### config.mk
export PLATFORM = sky130hd
export DESIGN_NAME = hdlc_crc_rx
export DESIGN_NICKNAME = d
export VERILOG_FILES = /design/src/rtl/hdlc_crc_rx.sv
export SDC_FILE = /design/constraint.sdc
export NUM_CORES = 2
export LEC_CHECK = 0
export BUFFER_PORTS_ARGS = -buffer_cell sky130_fd_sc_hd__buf_2
export CORE_MARGIN = 8
export CORE_UTILIZATION = 55
export CTS_CLUSTER_SIZE = 28
export DETAILED_ROUTE_END_ITERATION = 10
export GPL_ROUTABILITY_DRIVEN = 0
export GPL_TIMING_DRIVEN = 1
export PLACE_DENSITY = 0.68
export SYNTH_ARGS = -nofsm -noshare
export SYNTH_HDL_FRONTEND = slang
export SYNTH_SLANG_ARGS = --single-unit
### constraint.sdc
create_clock -name clk -period 13.6 [get_ports clk]
set_input_delay 2.72 -clock clk [delete_from_list [all_inputs] [get_ports clk]]
set_output_delay 2.72 -clock clk [all_outputs]
set_load 0.05 [all_outputs]
### src/rtl/hdlc_crc_rx.sv
module hdlc_crc_rx #(
  parameter int DEPTH = 64
) (
  input  logic       clk,
  input  logic       rst_n,
  input  logic       rx_bit,
  input  logic       rx_en,
  input  logic       crc_keep,
  input  logic [1:0] thr_sel,
  input  logic       rd_en,
  output logic [7:0] rd_data,
  input  logic       release_blk,
  output logic       blk_irq,
  output logic       eof_irq,
  output logic [5:0] blk_cnt
);
  localparam int AW = $clog2(DEPTH);
  localparam int MAXB = 32;
  localparam logic [15:0] RESIDUE = 16'hF0B8;

  function automatic logic [15:0] crc_step(input logic [15:0] c, input logic [7:0] d);
    logic [15:0] r;
    r = c;
    for (int i = 0; i < 8; i++)
      r = (r[0] ^ d[i]) ? ((r >> 1) ^ 16'h8408) : (r >> 1);
    return r;
  endfunction

  logic [2:0]  ones, bitcnt;
  logic        in_frame, got, ovf;
  logic [6:0]  sh;
  logic [7:0]  h0, h1;
  logic [1:0]  hcnt;
  logic [15:0] crc;
  logic [8:0]  mem [DEPTH];
  logic [AW:0] wp, base, rofs, fill, free, bsize, k, blen;
  logic [1:0]  cur_thr, wn;
  logic [8:0]  wd [3];
  logic        found, set_ovf;

  wire [7:0] new_byte = {rx_bit, sh};
  wire is_flag  = rx_en & ~rx_bit & (ones == 3'd6);
  wire is_stuff = rx_en & ~rx_bit & (ones == 3'd5) & in_frame;
  wire is_abort = rx_en & rx_bit & (ones == 3'd6) & in_frame;
  wire emit     = rx_en & in_frame & ~is_flag & ~is_stuff & ~(rx_bit & (ones >= 3'd6));
  wire byte_done = emit & (bitcnt == 3'd7);
  wire close = is_flag & in_frame & got;
  wire abrt  = is_abort & got;
  wire good  = (crc == RESIDUE) && (bitcnt == 3'd7);
  wire keep_fcs = crc_keep && !ovf && (hcnt == 2'd2) && (free >= (AW+1)'(3));
  wire ovf_c = ovf || (crc_keep && (hcnt == 2'd2) && (free < (AW+1)'(3)));
  wire ready = blk_irq | eof_irq;

  assign fill = wp - base;
  assign free = (AW+1)'(DEPTH) - fill;

  always_comb begin
    wn = '0;
    wd[0] = '0;
    wd[1] = '0;
    wd[2] = '0;
    set_ovf = 1'b0;
    if (byte_done && hcnt == 2'd2 && !ovf) begin
      if (free >= (AW+1)'(4)) begin
        wn = 2'd1;
        wd[0] = {1'b0, h1};
      end else set_ovf = 1'b1;
    end
    if (close) begin
      if (keep_fcs) begin
        wn = 2'd3;
        wd[0] = {1'b0, h1};
        wd[1] = {1'b0, h0};
        wd[2] = {1'b1, good, 2'b00, 5'd0};
      end else if (free != '0) begin
        wn = 2'd1;
        wd[0] = {1'b1, good, 1'b0, ovf_c, 5'd0};
      end
    end else if (abrt && free != '0) begin
      wn = 2'd1;
      wd[0] = {1'b1, 1'b0, 1'b1, ovf, 5'd0};
    end
  end

  always_ff @(posedge clk) begin
    for (int i = 0; i < 3; i++)
      if (i < int'(wn)) mem[wp[AW-1:0] + AW'(i)] <= wd[i];
  end

  always_ff @(posedge clk or negedge rst_n) begin
    if (!rst_n) begin
      ones <= '0;
      in_frame <= 1'b0;
      got <= 1'b0;
      ovf <= 1'b0;
      bitcnt <= '0;
      sh <= '0;
      h0 <= '0;
      h1 <= '0;
      hcnt <= '0;
      crc <= 16'hFFFF;
      wp <= '0;
    end else begin
      if (rx_en) ones <= rx_bit ? ((ones == 3'd7) ? 3'd7 : ones + 3'd1) : 3'd0;
      if (is_flag) begin
        in_frame <= 1'b1;
        got <= 1'b0;
        ovf <= 1'b0;
        bitcnt <= '0;
        hcnt <= '0;
        crc <= 16'hFFFF;
      end else if (is_abort) begin
        in_frame <= 1'b0;
      end else if (emit) begin
        sh <= new_byte[7:1];
        bitcnt <= bitcnt + 3'd1;
        if (bitcnt == 3'd7) begin
          got <= 1'b1;
          crc <= crc_step(crc, new_byte);
          h1 <= h0;
          h0 <= new_byte;
          hcnt <= (hcnt == 2'd2) ? 2'd2 : hcnt + 2'd1;
          if (set_ovf) ovf <= 1'b1;
        end
      end
      wp <= wp + (AW+1)'(wn);
    end
  end

  always_comb begin
    case (cur_thr)
      2'd0:    bsize = (AW+1)'(32);
      2'd1:    bsize = (AW+1)'(16);
      2'd2:    bsize = (AW+1)'(4);
      default: bsize = (AW+1)'(2);
    endcase
    found = 1'b0;
    k = '0;
    for (int i = 0; i < MAXB; i++)
      if (!found && i < int'(bsize) && i < int'(fill) && mem[base[AW-1:0] + AW'(i)][8]) begin
        found = 1'b1;
        k = (AW+1)'(i);
      end
  end

  assign eof_irq = found;
  assign blk_irq = !found && (fill >= bsize);
  assign blen = found ? k + (AW+1)'(1) : bsize;
  assign blk_cnt = ready ? 6'(blen) : 6'd0;
  assign rd_data = mem[base[AW-1:0] + rofs[AW-1:0]][7:0];

  always_ff @(posedge clk or negedge rst_n) begin
    if (!rst_n) begin
      base <= '0;
      rofs <= '0;
      cur_thr <= 2'd0;
    end else if (release_blk && ready) begin
      base <= base + blen;
      rofs <= '0;
      cur_thr <= thr_sel;
    end else begin
      if (rd_en && ready) rofs <= rofs + (AW+1)'(1);
      if (fill == '0 && !got) cur_thr <= thr_sel;
    end
  end
endmodule


After elaboration in Yosys (flattened, before gate mapping)
Memory sizes are Yosys's and may differ from the RTL's. Index checks and enable logic that the tools add are counted.

$add $sub $neg: 43. $lt $le $gt $ge: 72. Equal/unequal tests: 9. Multiplexer cells: 125. Bitwise gates (word level): 38. Reductions and logical operators: 157.

Operators with widths (count): $mux W7 (33); $lt A5 B7 Y1 const A (32); $mux W16 (12); $lt A4 B7 Y1 const A (16); $logic_and A1 B1 Y1 (108); $add A6 B5 Y6 const B (16); $lt A3 B7 Y1 const A (8); $mux W1 (56); $add A6 B4 Y6 const B (8); $mux W9 (5); $logic_not A1 Y1 (34); $mux W17 (2); $lt A1 B7 Y1 const A (4); $lt A2 B7 Y1 const A (4); $add A6 B3 Y6 const B (4); $not A2 Y3 (8); $add A6 B2 Y6 const B (3); $mux W2 (9); $pmux W6 S3 (1); $and A1 B1 Y1 (16); $eq A16 B16 Y1 const B (1); $mux W3 (5); $add A7 B1 Y7 const B (2); $add A6 B1 Y6 const B (2); other kinds (31) (55).

Register bits: 73. Bits in writable memories: 576. Input port bits: 9. Output and inout bits: 16. Word-level logic and storage cells: 459. Memories: 1.

Memories: mem (depth 64, width 9, read ports 33, clocked after Yosys merged registers in 0, wr ports 3, line 35) `logic [8:0] mem [DEPTH];`.

Logic depth before layout (Yosys ltp)
Depth in word-level cells: 167. Mapped depth: 28. Gate-level depth less buffers: 26.

Worst setup path before layout
No wires, ideal clock.

Path kind: reg2out. Start: register base[1]. End: output blk_cnt[4]. Arrival time: 6.220 ns. Required time: 10.880 ns. Slack: 4.660 ns. Stages on the path, launching flop included: 20. Buffers on the path: 4. Cells stage by stage: dfrtp_1 -> buf_2 -> buf_1 -> inv_1 -> ha_1 -> buf_2 -> buf_1 -> mux4_2 -> mux4_2 -> mux4_2 -> o211ai_1 -> o211a_1 -> inv_1 -> or3_1 -> a2111oi_0 -> or3_1 -> ha_1 -> nor2_1 -> a2111oi_0 -> nor2b_1.

Cells in the longest elaborated chain, start to end: 164. Elaborated cells between the ends (all ways): 261. Classes of those cells: 33 x add/sub; 33 x order compare; 65 x mux; 1 x bitwise; 128 x reduce/logical; 1 x memory.

RTL lines: start, declared (line 36) `logic [AW:0] wp, base, rofs, fill, free, bsize, k, blen;`; start signal, assigned (line 158) `base <= base + blen;`; parallel branches: the longest is 163 deep, another holds $sub A7 B7 Y7; $mux W6 (*) (line 149) `assign blk_cnt = ready ? 6'(blen) : 6'd0;`; end, declared (line 15) `output logic [5:0] blk_cnt`.

Mark *: on every way between the ends.

Worst setup path after layout
Start: register base[0]. End: output blk_cnt[4].

Same word-level chain as after synthesis.

==> flow_summary.toml <==
[timing]
max_freq_mhz = 92.4
worst-slew-pin-transition_ns = 1.53
timing.final.crit_period_ns = 10.82
finalWorstSetupSlack_ns = 2.78
setup_tns_ns = 0
relSlewSlack_pct = -2.89
fin_skew_ns = 0.0346
rsz0062_at_grt = "false"
hold_viol_final = 0
post-route-period-util_pct = 79.5
drv_slew = 7
setup_viol = 0
hold_ws_ns = 0.436

[worst_hold_path]
hp-start = "mem[25][5]$_SDFFE_PP0P_"
worstHoldPathCells = 2
min_to = "mem[25][5]$_SDFFE_PP0P_"
min_path_type = "register to register"

[final_layout]
fin_area_mm2 = 0.0449
area_growth_pct = 7.89
drive_gt1_share_pct = 15.0
nets = 4539

[status]
violations = "max-capacitance violations, max-slew violations"
status = "finished, violations left"

[worst_setup_path]
startpoint = "base[0]$_DFFE_PN0P_"
worstPathMaxFanout = 61
cpPeakStageDelay_ns = 0.80
critPathTopFamily = "simple AND/OR/NAND/NOR gates"
worstPathCellList = "buf_4 -> ha_1 -> inv_1 -> fa_1 -> a211oi_2 -> nor2_1 -> xnor2_1 -> inv_1 -> nor4_4 -> o21ai_0 -> o2111a_1 -> or3_1 -> nand3b_1 -> a2111oi_0 -> or3_1 -> ha_1 -> nor2_1 -> a2111oi_0 -> buf_4 -> nor2b_1 -> buf_2"
crit_buf_inv = 5
end_kind = "output pin"
cp.depth = 21
path_class = "register to output pin"
crit_path_start_kind = "register"
reg2reg_depth = 26
crit_arrival_ns = 8.10
crit_required_ns = 10.88
r2r_start = "base[0]$_DFFE_PN0P_"
reg2reg_to = "base[6]$_DFFE_PN0P_"
ff2ff_setup_slack_ns = 5.33
crit_slowest_cell = "dfrtp_4"

[logic_synthesis]
synth.top_cell.area_share_pct = 21.5
synth_flop_cell = "dfxtp_1"
yosys_warnings = 0
synth_adder_area_share_pct = 1.78
synth_top_family_by_area = "multiplexers"
syn_area_mm2 = 0.0417
synth_compound_area_share_pct = 18.2
ys_ff_latch = 648
synth.distinct_cells = 89
async_flop_share_pct = 11.1
synth_nets = 4730
yosys.area.top_type = "dfxtp_1"
syn_area_per_cell_um2 = 8.93
yosysSeqAreaShare_pct = 35.1
synth_simple_gate_area_share_pct = 17.2
synth_mux_area_share_pct = 21.4
synth-edff-count = 128
yosys.area_share.xor_xnor_pct = 2.25
yosys-top-cells-area = "dfxtp_1, mux4_2, edfxtp_1, nand2_1, nor2_1"
syn_inst = 4664

[floorplan]
dieArea_mm2 = 0.0848
core_mm2 = 0.0754
start_util_pct = 55.2
ioPinCount = 25
row_count = 101
die_y_um = 291
die_x_um = 291

[clocking]
h-tree-depth = 3
cts-root-buf = "clkbuf_16"
cts_num_sinks = 648
insertion_delay_ns = 0.66
postCtsHoldBufs = 0
clk_path_buf_depth = 3
clkTransAtPathRegs_ns = 0.06
post_cts_buffers = 0
cts_buffers = 74
cts-resized-gates = 0
cts_tree = "done"

[detailed_routing]
vias = 39098
postRouteAntennaNets = 0
viasPerCell = 7.09
drc = 0
drt-initial-drc-count = 5907
wl_per_cell_um = 28.9
firstDrtPassIters = 8
wl_mm = 159

[power_and_ir_drop]
p_int_uw = 4680
pwr-share-comb_pct = 48.7
p_seq_share_pct = 25.5
ir_drop_mv = 0.202
swShare_pct = 42.4
power.density_mw_per_mm2 = 181
p_leak_uw = 0.0175
netSwitchingPower_uw = 3440
pwr-share-clk_pct = 25.8

[global_routing]
overflow = 0
grt_max_degree = 67
grt_pass1_wl_mm = 238
grt_use_total_pct = 36.4
antenna_found_initial = 6
grt_pass1_vias = 36354

[run]
drv_cap = 1

[placement]
port_buffers = 24
place_area_mm2 = 0.0424
place_ws_ns = 3.55
hpwl_mm = 109
-- worst max-delay path by stage --
stage                            end  slack, ns
after floorplan           blk_cnt[4]       4.66
after global placement    blk_cnt[4]       3.70
after detailed placement  blk_cnt[4]       3.55
after CTS                 blk_cnt[4]       2.85
after global routing      blk_cnt[4]       2.27
final                     blk_cnt[4]       2.78
-- worst register-to-register path, stage by stage, from the launching register on --
cell and delay, ns:
dfrtp_4 0.80, buf_4 0.81, ha_1 0.36, inv_1 0.06, fa_1 0.41, a211oi_2 0.32, nor2_1 0.10, xnor2_1 0.36
inv_1 0.32, nor4_4 0.61, o21ai_0 0.28, o2111a_1 0.24, or3_1 0.43, nand3b_1 0.26, a2111oi_0 0.43, or3_1 0.25
ha_1 0.25, o21ai_0 0.07, o21ai_0 0.24, fa_1 0.50, a21o_1 0.18, a21oi_1 0.21, nor2b_1 0.07, o21a_1 0.16
o21ai_0 0.16, nor2_1 0.07, xor2_1 0.17
-- stage by stage --
step | util (%) | cells | total power, uW
2_1_floorplan | - | 4664 | 5060
3_3_place_gp | 56.2 | 5375 | 5980
3_5_place_dp | 56.2 | 5375 | 5990
4_1_cts | 59.6 | 5511 | 8070
5_1_grt | 59.6 | 5512 | 8450
6_report | 59.6 | 5515 | 8120
-- sequential cells by signal, indices dropped and copies added (netlist names) --
| name | count |
|---|---|
| wp | 7 |
| crc | 16 |
| rofs | 6 |
| bitcnt | 3 |
| base | 7 |
| ovf | 1 |
| hcnt | 2 |
| cur_thr | 2 |
| ones | 3 |
| got | 1 |
| h0 | 8 |
| in_frame | 1 |
| mem | 576 |
| sh | 7 |
| h1 | 8 |
-- power by group through the flow --
stage | clock network, uW | logic, uW | registers, uW
floorplan | 0 | 3000 | 2070
global placement | 0 | 3870 | 2110
detailed placement | 0 | 3880 | 2120
CTS | 2100 | 3890 | 2080
global route | 2170 | 4200 | 2080
finish | 2090 | 3950 | 2070
-- synthesized netlist by cell type (122+ instances only) --
library cell and count:
mux2i_1 129, nand2_1 764, nand3_1 141, nor2_1 606
o21ai_0 271, clkbuf_1 310, dfxtp_1 448, a21oi_1 268
mux4_2 303, edfxtp_1 128, o211ai_1 207, a31oi_1 122
-- logic make-up (layout without fill, tap and decap cells) --
group           count (synthesis)  after routing
simple gates                 1721           1721
xor+xnor                      107            107
flops                         648            648
other cells                     0              4
compound gates               1187           1187
buf+inv                       442            311
fa+ha+maj                      57             57
mux                           502            502
-- routing by layer --
metal | GRT usage [%] | vias to the layer above | share of wire [%] | wire length, um
li1 | - | 16848 | - | -
met1 | 46.6 | 18457 | 36 | 57200
met2 | 53.1 | 3030 | 42 | 66800
met3 | 11.2 | 761 | 14 | 22300
met4 | 23.9 | 2 | 8.2 | 13100
met5 | 0.174 | - | 0.012 | 19
-- cell type report --
type	count	area, um2
clock buffers	111	2190
diodes	4	10.0
inverters	69	259
fillers	6491	30500
flip-flops and latches	648	14700
well taps	978	1220
clock inverters	25	339
repair buffers	106	738
multi-input cells	3574	25500
-- placed cells by master (no fill, tap or decap), types with 24 or more instances in the layout --
master	n
buf_4	83
nand3_1	141
o211ai_1	207
a31oi_1	122
xor2_1	30
dfxtp_1	448
nor3_1	43
a211oi_1	76
nand2_1	758
mux2_2	68
ha_1	51
nor2_1	602
a21oi_1	266
inv_1	63
xnor2_1	70
clkbuf_16	75
dfrtp_1	45
o21ai_0	271
mux2i_1	129
mux4_2	303
nor2b_1	24
edfxtp_1	128
a22oi_1	89
Note: power is estimated with default switching activity, not from simulation.
